## src/rtl/dac_cc_pkg.sv

```systemverilog
package dac_cc_pkg;
    localparam int ADDR_W = 6;
    localparam int BYTE_W = 8;
    localparam int CODE_W = 12;
    localparam int HI_W   = CODE_W - BYTE_W;
    localparam int CNT_W  = 2;

    localparam logic [ADDR_W-1:0] A_CODE_LO = 6'h38;
    localparam logic [ADDR_W-1:0] A_CODE_HI = 6'h39;
    localparam logic [ADDR_W-1:0] A_CFG     = 6'h3C;
    localparam logic [ADDR_W-1:0] A_MODE    = 6'h3F;

    localparam logic [BYTE_W-1:0] MODE_SET_VAL = 8'h80;
    localparam logic [BYTE_W-1:0] MODE_CLR_VAL = 8'h00;

    // staging of one write transaction
    typedef struct packed {
        logic [CNT_W-1:0]  nbytes;   // saturating byte count
        logic              got_lo;
        logic              got_hi;
        logic              got_cfg;
        logic              mode_ok;
        logic              mode_val;
        logic [BYTE_W-1:0] lo;
        logic [HI_W-1:0]   hi;
        logic [BYTE_W-1:0] cfg;
    } stage_t;

    // architectural registers that take reset
    typedef struct packed {
        logic [CODE_W-1:0] live;
        logic              mode;
        logic [BYTE_W-1:0] cfg;
    } core_t;
endpackage

```

## src/rtl/dac_txn_stager.sv

```systemverilog
module dac_txn_stager
    import dac_cc_pkg::*;
(
    input  logic              clk,
    input  logic              rst_n,
    input  logic              wr_valid,
    input  logic [ADDR_W-1:0] wr_addr,
    input  logic [BYTE_W-1:0] wr_data,
    input  logic              txn_end,
    input  logic              busy,
    output logic              commit_code,
    output logic              commit_cfg,
    output logic              commit_mode,
    output logic [CODE_W-1:0] code_val,
    output logic [BYTE_W-1:0] cfg_val,
    output logic              mode_val
);
    localparam logic [CNT_W-1:0] CNT_MAX = {CNT_W{1'b1}};

    stage_t st_d, st_q;
    logic   accept;
    logic   fire;

    assign accept = wr_valid && !busy && !txn_end;
    assign fire   = txn_end && !busy;

    always_comb begin
        st_d = st_q;
        if (txn_end) begin
            st_d = '0;
        end else if (accept) begin
            if (st_q.nbytes != CNT_MAX)
                st_d.nbytes = st_q.nbytes + 1'b1;
            case (wr_addr)
                A_CODE_LO: begin
                    st_d.got_lo = 1'b1;
                    st_d.lo     = wr_data;
                end
                A_CODE_HI: begin
                    st_d.got_hi = 1'b1;
                    st_d.hi     = wr_data[HI_W-1:0];
                end
                A_CFG: begin
                    st_d.got_cfg = 1'b1;
                    st_d.cfg     = wr_data;
                end
                A_MODE: begin
                    if (wr_data == MODE_SET_VAL) begin
                        st_d.mode_ok  = 1'b1;
                        st_d.mode_val = 1'b1;
                    end else if (wr_data == MODE_CLR_VAL) begin
                        st_d.mode_ok  = 1'b1;
                        st_d.mode_val = 1'b0;
                    end else begin
                        st_d.mode_ok  = 1'b0;
                    end
                end
                default: ;
            endcase
        end
    end

    always_ff @(posedge clk) begin
        if (!rst_n) st_q <= '0;
        else        st_q <= st_d;
    end

    assign commit_code = fire && st_q.got_lo && st_q.got_hi && (st_q.nbytes == 2'd2);
    assign commit_cfg  = fire && st_q.got_cfg && (st_q.nbytes == 2'd1);
    assign commit_mode = fire && st_q.mode_ok;
    assign code_val    = {st_q.hi, st_q.lo};
    assign cfg_val     = st_q.cfg;
    assign mode_val    = st_q.mode_val;
endmodule

```

## src/rtl/dac_busy_timer.sv

```systemverilog
module dac_busy_timer #(
    parameter int unsigned BUSY_CYCLES = 500_000
) (
    input  logic clk,
    input  logic rst_n,
    input  logic start,
    output logic busy
);
    localparam int CW = $clog2(BUSY_CYCLES + 1);
    localparam logic [CW-1:0] LOAD = CW'(BUSY_CYCLES - 1);

    typedef struct packed {
        logic          busy;
        logic [CW-1:0] left;
    } tmr_t;

    tmr_t t_d, t_q;

    always_comb begin
        t_d = t_q;
        if (start && !t_q.busy) begin
            t_d.busy = 1'b1;
            t_d.left = LOAD;
        end else if (t_q.busy) begin
            if (t_q.left == '0) t_d.busy = 1'b0;
            else                t_d.left = t_q.left - 1'b1;
        end
    end

    always_ff @(posedge clk) begin
        if (!rst_n) t_q <= '0;
        else        t_q <= t_d;
    end

    assign busy = t_q.busy;
endmodule

```

## src/rtl/dac_readback_mux.sv

```systemverilog
module dac_readback_mux
    import dac_cc_pkg::*;
(
    input  logic [ADDR_W-1:0] rd_addr,
    input  logic              mode,
    input  logic [CODE_W-1:0] live,
    input  logic [CODE_W-1:0] stored,
    input  logic [BYTE_W-1:0] cfg,
    output logic [BYTE_W-1:0] rd_data
);
    logic [CODE_W-1:0] shown;

    assign shown = mode ? stored : live;

    always_comb begin
        case (rd_addr)
            A_CODE_LO: rd_data = shown[BYTE_W-1:0];
            A_CODE_HI: rd_data = {{(BYTE_W-HI_W){1'b0}}, shown[CODE_W-1:BYTE_W]};
            A_CFG:     rd_data = cfg;
            A_MODE:    rd_data = {mode, {(BYTE_W-1){1'b0}}};
            default:   rd_data = '0;
        endcase
    end
endmodule

```

## src/rtl/dac_commit_ctrl.sv

```systemverilog
module dac_commit_ctrl
    import dac_cc_pkg::*;
#(
    parameter int unsigned       BUSY_CYCLES = 500_000,
    parameter logic [CODE_W-1:0] NV_INIT     = 12'h800
) (
    input  logic              clk,
    input  logic              rst_n,
    input  logic              wr_valid,
    input  logic [ADDR_W-1:0] wr_addr,
    input  logic [BYTE_W-1:0] wr_data,
    input  logic              txn_end,
    input  logic [ADDR_W-1:0] rd_addr,
    output logic [BYTE_W-1:0] rd_data,
    output logic [CODE_W-1:0] dac_code,
    output logic              wip
);
    logic              commit_code, commit_cfg, commit_mode;
    logic [CODE_W-1:0] code_val;
    logic [BYTE_W-1:0] cfg_val;
    logic              mode_val;
    logic              busy;
    logic              nv_we;
    logic [CODE_W-1:0] nv_q = NV_INIT;  // persistent copy: no reset
    core_t             core_d, core_q;
    logic              mode_q;

    dac_txn_stager u_stager (
        .clk         (clk),
        .rst_n       (rst_n),
        .wr_valid    (wr_valid),
        .wr_addr     (wr_addr),
        .wr_data     (wr_data),
        .txn_end     (txn_end),
        .busy        (busy),
        .commit_code (commit_code),
        .commit_cfg  (commit_cfg),
        .commit_mode (commit_mode),
        .code_val    (code_val),
        .cfg_val     (cfg_val),
        .mode_val    (mode_val)
    );

    dac_busy_timer #(.BUSY_CYCLES(BUSY_CYCLES)) u_timer (
        .clk   (clk),
        .rst_n (rst_n),
        .start (nv_we),
        .busy  (busy)
    );

    // code routing uses the mode in force before this transaction
    always_comb begin
        core_d = core_q;
        nv_we  = commit_code && core_q.mode;
        if (commit_code && !core_q.mode) core_d.live = code_val;
        if (commit_cfg)                  core_d.cfg  = cfg_val;
        if (commit_mode)                 core_d.mode = mode_val;
    end

    always_ff @(posedge clk) begin
        if (!rst_n) begin
            core_q.live <= nv_q;
            core_q.mode <= 1'b0;
            core_q.cfg  <= '0;
        end else begin
            core_q <= core_d;
        end
    end

    always_ff @(posedge clk) begin
        if (rst_n && nv_we) nv_q <= code_val;
    end

    dac_readback_mux u_rdmux (
        .rd_addr (rd_addr),
        .mode    (core_q.mode),
        .live    (core_q.live),
        .stored  (nv_q),
        .cfg     (core_q.cfg),
        .rd_data (rd_data)
    );

    assign mode_q   = core_q.mode;
    assign dac_code = core_q.live;
    assign wip      = busy;
endmodule

```

## config.mk

```make
export PLATFORM = sky130hd
export DESIGN_NAME = dac_commit_ctrl
export DESIGN_NICKNAME = d
export VERILOG_FILES = /design/src/rtl/dac_cc_pkg.sv /design/src/rtl/dac_txn_stager.sv /design/src/rtl/dac_busy_timer.sv /design/src/rtl/dac_readback_mux.sv /design/src/rtl/dac_commit_ctrl.sv
export SDC_FILE = /design/constraint.sdc
export NUM_CORES = 1
export LEC_CHECK = 0
export CAP_MARGIN = 25
export CORE_AREA = 3 3 102 104
export DETAILED_ROUTE_END_ITERATION = 12
export DIE_AREA = 0 0 105 107
export SLEW_MARGIN = 20
export SYNTH_ARGS = -nofsm -noshare
export SYNTH_HDL_FRONTEND = slang
export SYNTH_SLANG_ARGS = --single-unit
export TNS_END_PERCENT = 50
```

## constraint.sdc

```tcl
create_clock -name clk -period 2.1 [get_ports clk]
set_input_delay 0.42 -clock clk [delete_from_list [all_inputs] [get_ports clk]]
set_output_delay 0.42 -clock clk [all_outputs]
set_load 0.03 [all_outputs]
```

==> results by group <==
Run status
  – Outcome: completed

STA
  – Worst Skew: ~16 ps
  – Relative slew slack: 78.0%
  – Fmax: 491 MHz
  – Worst-Margin Slew: between 300 and 400 ps
  – # setup viols final: 0
  – Fin crit period: around 2000 ps
  – Fin. Hold Viols: 0
  – Pins Over Slew Limit: 0
  – Unrepaired setup endpoints after global routing: yes
  – Period utilization: 97.0%
  – Worst hold slack: 459 ps

Route
  – Drt total wl: 7960 um
  – Vias: 2,775
  – DR vias/cell: 4.97
  – Initial DRC count: ~140
  – Average wire per standard cell: 14.3 um
  – Antenna Nets Post-Route: 0
  – First-pass DRT Iterations: 4
  – Drc violations: 0

Synth
  – EDFF count, synth: 24
  – Area share of the largest cell type after synthesis: 31.0%
  – Seq/Total Area, Yosys: 51.0%
  – Netlist Area Pre-Place: 3610 sq um
  – Synth warnings: 0
  – Commonest cells in the netlist: 56 x dfxtp_1, 44 x nor2_1, 34 x mux2i_1
  – Gate Count Post-Synth: 351
  – Synth Register Bits: 80
  – Main synth FF type: dfxtp_1
  – Ranking of synthesized cells by area: dfxtp_1 31%, edfxtp_1 20%, mux2i_1 9.4%
  – Mapped Nets: 380
  – Synth area leader: dfxtp_1
  – Netlist cell types: 48
  – Mean post-synth cell area: approximately 10 sq um
  – Asr flop ratio synth: 0%
  – Count leader, synth: dfxtp_1

Power and ir drop
  – Pwr Density: 608 nW/um^2
  – Leakage power total: approximately 1.7 nW
  – Total design power: ~2.8 mW
  – Worst VDD drop: ~0.00034 V

Clock tree
  – Cts hold-fix bufs: 0
  – CTS max path bufs: 2
  – CTS tree: done
  – Clk slew on worst S/H paths: 90 ps
  – CTS Sinks: 80
  – CTS root buf: clkbuf_8
  – H-Tree Depth: 3
  – CTS buffer count: 9
  – Latest clock arrival within the worst-skew pair: 360 ps

Critical path
  – Reg-to-reg critical path startpoint: u_timer.t_q[0]
  – CP endpoint kind: flop
  – R2R Setup Slk: 60 ps
  – Crit path max fanout: 6
  – Reg2reg path depth: 7
  – Worst EP arrival: 2280 ps
  – Capture point of the worst path: u_timer.t_q[7]
  – Reg2reg end: u_timer.t_q[7]
  – Worst Setup Start Kind: flop
  – Worst Setup SP: u_timer.t_q[0]
  – Crit path kind: flop to flop
  – CP required: 2340 ps

Global routing
  – GR Util met2: 23.5%
  – Global-route wire length before repair: roughly 13,000 um
  – Vias in the first global route: 2,715
  – Largest net degree at the start of global routing: 25
  – Initial antenna violation count: 0
  – Global route overflow: 0
  – Top Usage Layer GRT: met2
  – Met3 Track Usage GR: 2.41%
  – GRT Resource Usage Total: 15.0%
  – GR Util met1: 20.5%

Floorplanning
  – Initial Utilization: 37.5%
  – Core Rows: 36
  – DIE WIDTH: 105 um
  – IO Pins: 45
  – Die Area: 11,200 sq um
  – Core Region: roughly 9600 sq um
  – DIE HEIGHT: 107 um

Layout
  – Nets: 449
  – P&R area growth vs syn: 27.4%
  – Filler instances: 952
  – Layout cells sized above 1: 25.6%
  – Ant diodes: 0

Job
  – Maximum Capacitance Violations: 0

Placed design
  – Port Buffers: 44
  – Routability cong.: 0.784
  – Post-DP HPWL: between 5000 and 6000 um

Min path
  – Hold crit path type: flop to flop
[cell type report]
class | count | area (sq um) | share of cell area, %
tap | 133 | 166 | 3.61
timing repair buffer | 84 | 721 | 15.7
clock buffer | 9 | 124 | 2.69
multi-input combinational | 238 | 1670 | 36.2
inverter | 7 | 26.3 | 0.571
clock inverter | 7 | 55.1 | 1.20
sequential | 80 | 1840 | 40.1
[worst max-delay path: stages (launching register included)]
cell and delay, ps:
dfxtp_2 320, inv_2 70, ha_4 120, or4b_4 460, or3_4 460, o211ai_1 270
xor2_1 180, nor2_1 50
[routing by layer]
metal / vias up / part of all wire, % / wire (um)
met2: 62 / 46 / 3630
met5: - / 0 / 0
met3: 9 / 3.8 / 303
met4: 0 / 1.4 / 115
met1: 1324 / 49 / 3910
li1: 1380 / - / -
[stage by stage]
step | setup TNS (ps) | cell area, sq um | std cells | utilization [%] | setup WS [ps]
finish | 0 | 4600 | 558 | 47.8 | 63.3
global placement | -3930 | 4340 | 539 | 45.0 | -164
floorplan | -958 | 3610 | 351 | - | -75.1
CTS | 0 | 4540 | 557 | 47.1 | 15.7
global route | -128 | 4600 | 558 | 47.8 | -54.0
detailed placement | -5590 | 4340 | 539 | 45.0 | -215
[how the worst min path moves through the flow]
stage | startpoint | end | slack [ps] | cells after the start
after floorplan | u_stager.code_val[10] | nv_q[10] | 420 | 0
after global placement | u_stager.cfg_val[6] | core_q[6] | 440 | 2
after detailed placement | u_stager.code_val[4] | nv_q[4] | 440 | 0
after CTS | u_stager.cfg_val[5] | core_q[5] | 460 | 2
after global routing | u_stager.cfg_val[6] | core_q[6] | 490 | 2
final | u_stager.cfg_val[5] | core_q[5] | 460 | 2
[placed cells by master, fill, tap and decap left out, types with 3 or more instances in the layout]
cell	count
a211oi_1	3
a21oi_1	17
mux2i_1	34
xor2_1	7
nand4_1	3
nand3_1	6
ha_1	4
nor2_1	42
nor4b_2	3
xnor2_1	4
dlygate4sd2_1	4
or4_2	3
o31ai_1	5
nand2_1	32
or2_2	4
buf_4	48
mux2_2	12
or3_1	5
or3_2	3
edfxtp_1	24
o21ai_1	4
inv_1	5
a31oi_1	6
and3_1	3
clkdlybuf4s50_1	30
o221ai_1	3
dfxtp_1	54
clkbuf_8	9
[report_power, final]
part / total, mW / internal [mW] / switching (mW)
registers: 1.59 / 1.59 / 0.00496
clock network: 1.04 / 0.441 / 0.599
logic: 0.163 / 0.0809 / 0.0819
total: 2.80 / 2.11 / 0.686
[state kept, by name, summed over array words and instances (netlist names)]
name,count
u_timer.t_q,19
dac_code,12
nv_q,12
u_stager.code_val,12
core_q,8
u_stager.cfg_val,8
u_stager.st_q,6
mode_q,1
u_stager.mode_val,1
u_timer.busy,1
[cell families after synthesis]
group,after synthesis,share of synthesized area (%)
compound gates,48,8.93
xor+xnor,11,2.67
fa+ha+maj,5,1.73
buf+inv,34,5.02
flops,80,51.0
mux,46,13.2
simple gates,127,17.5
[what timing repair did]
item                                    CTS  global route
buffers inserted                          1             1
gates cloned                              1             0
pin swaps                                 6             8
resized for setup                         7            16
endpoints found under the setup margin   15            16
Note: power is estimated with default switching activity, not from simulation.
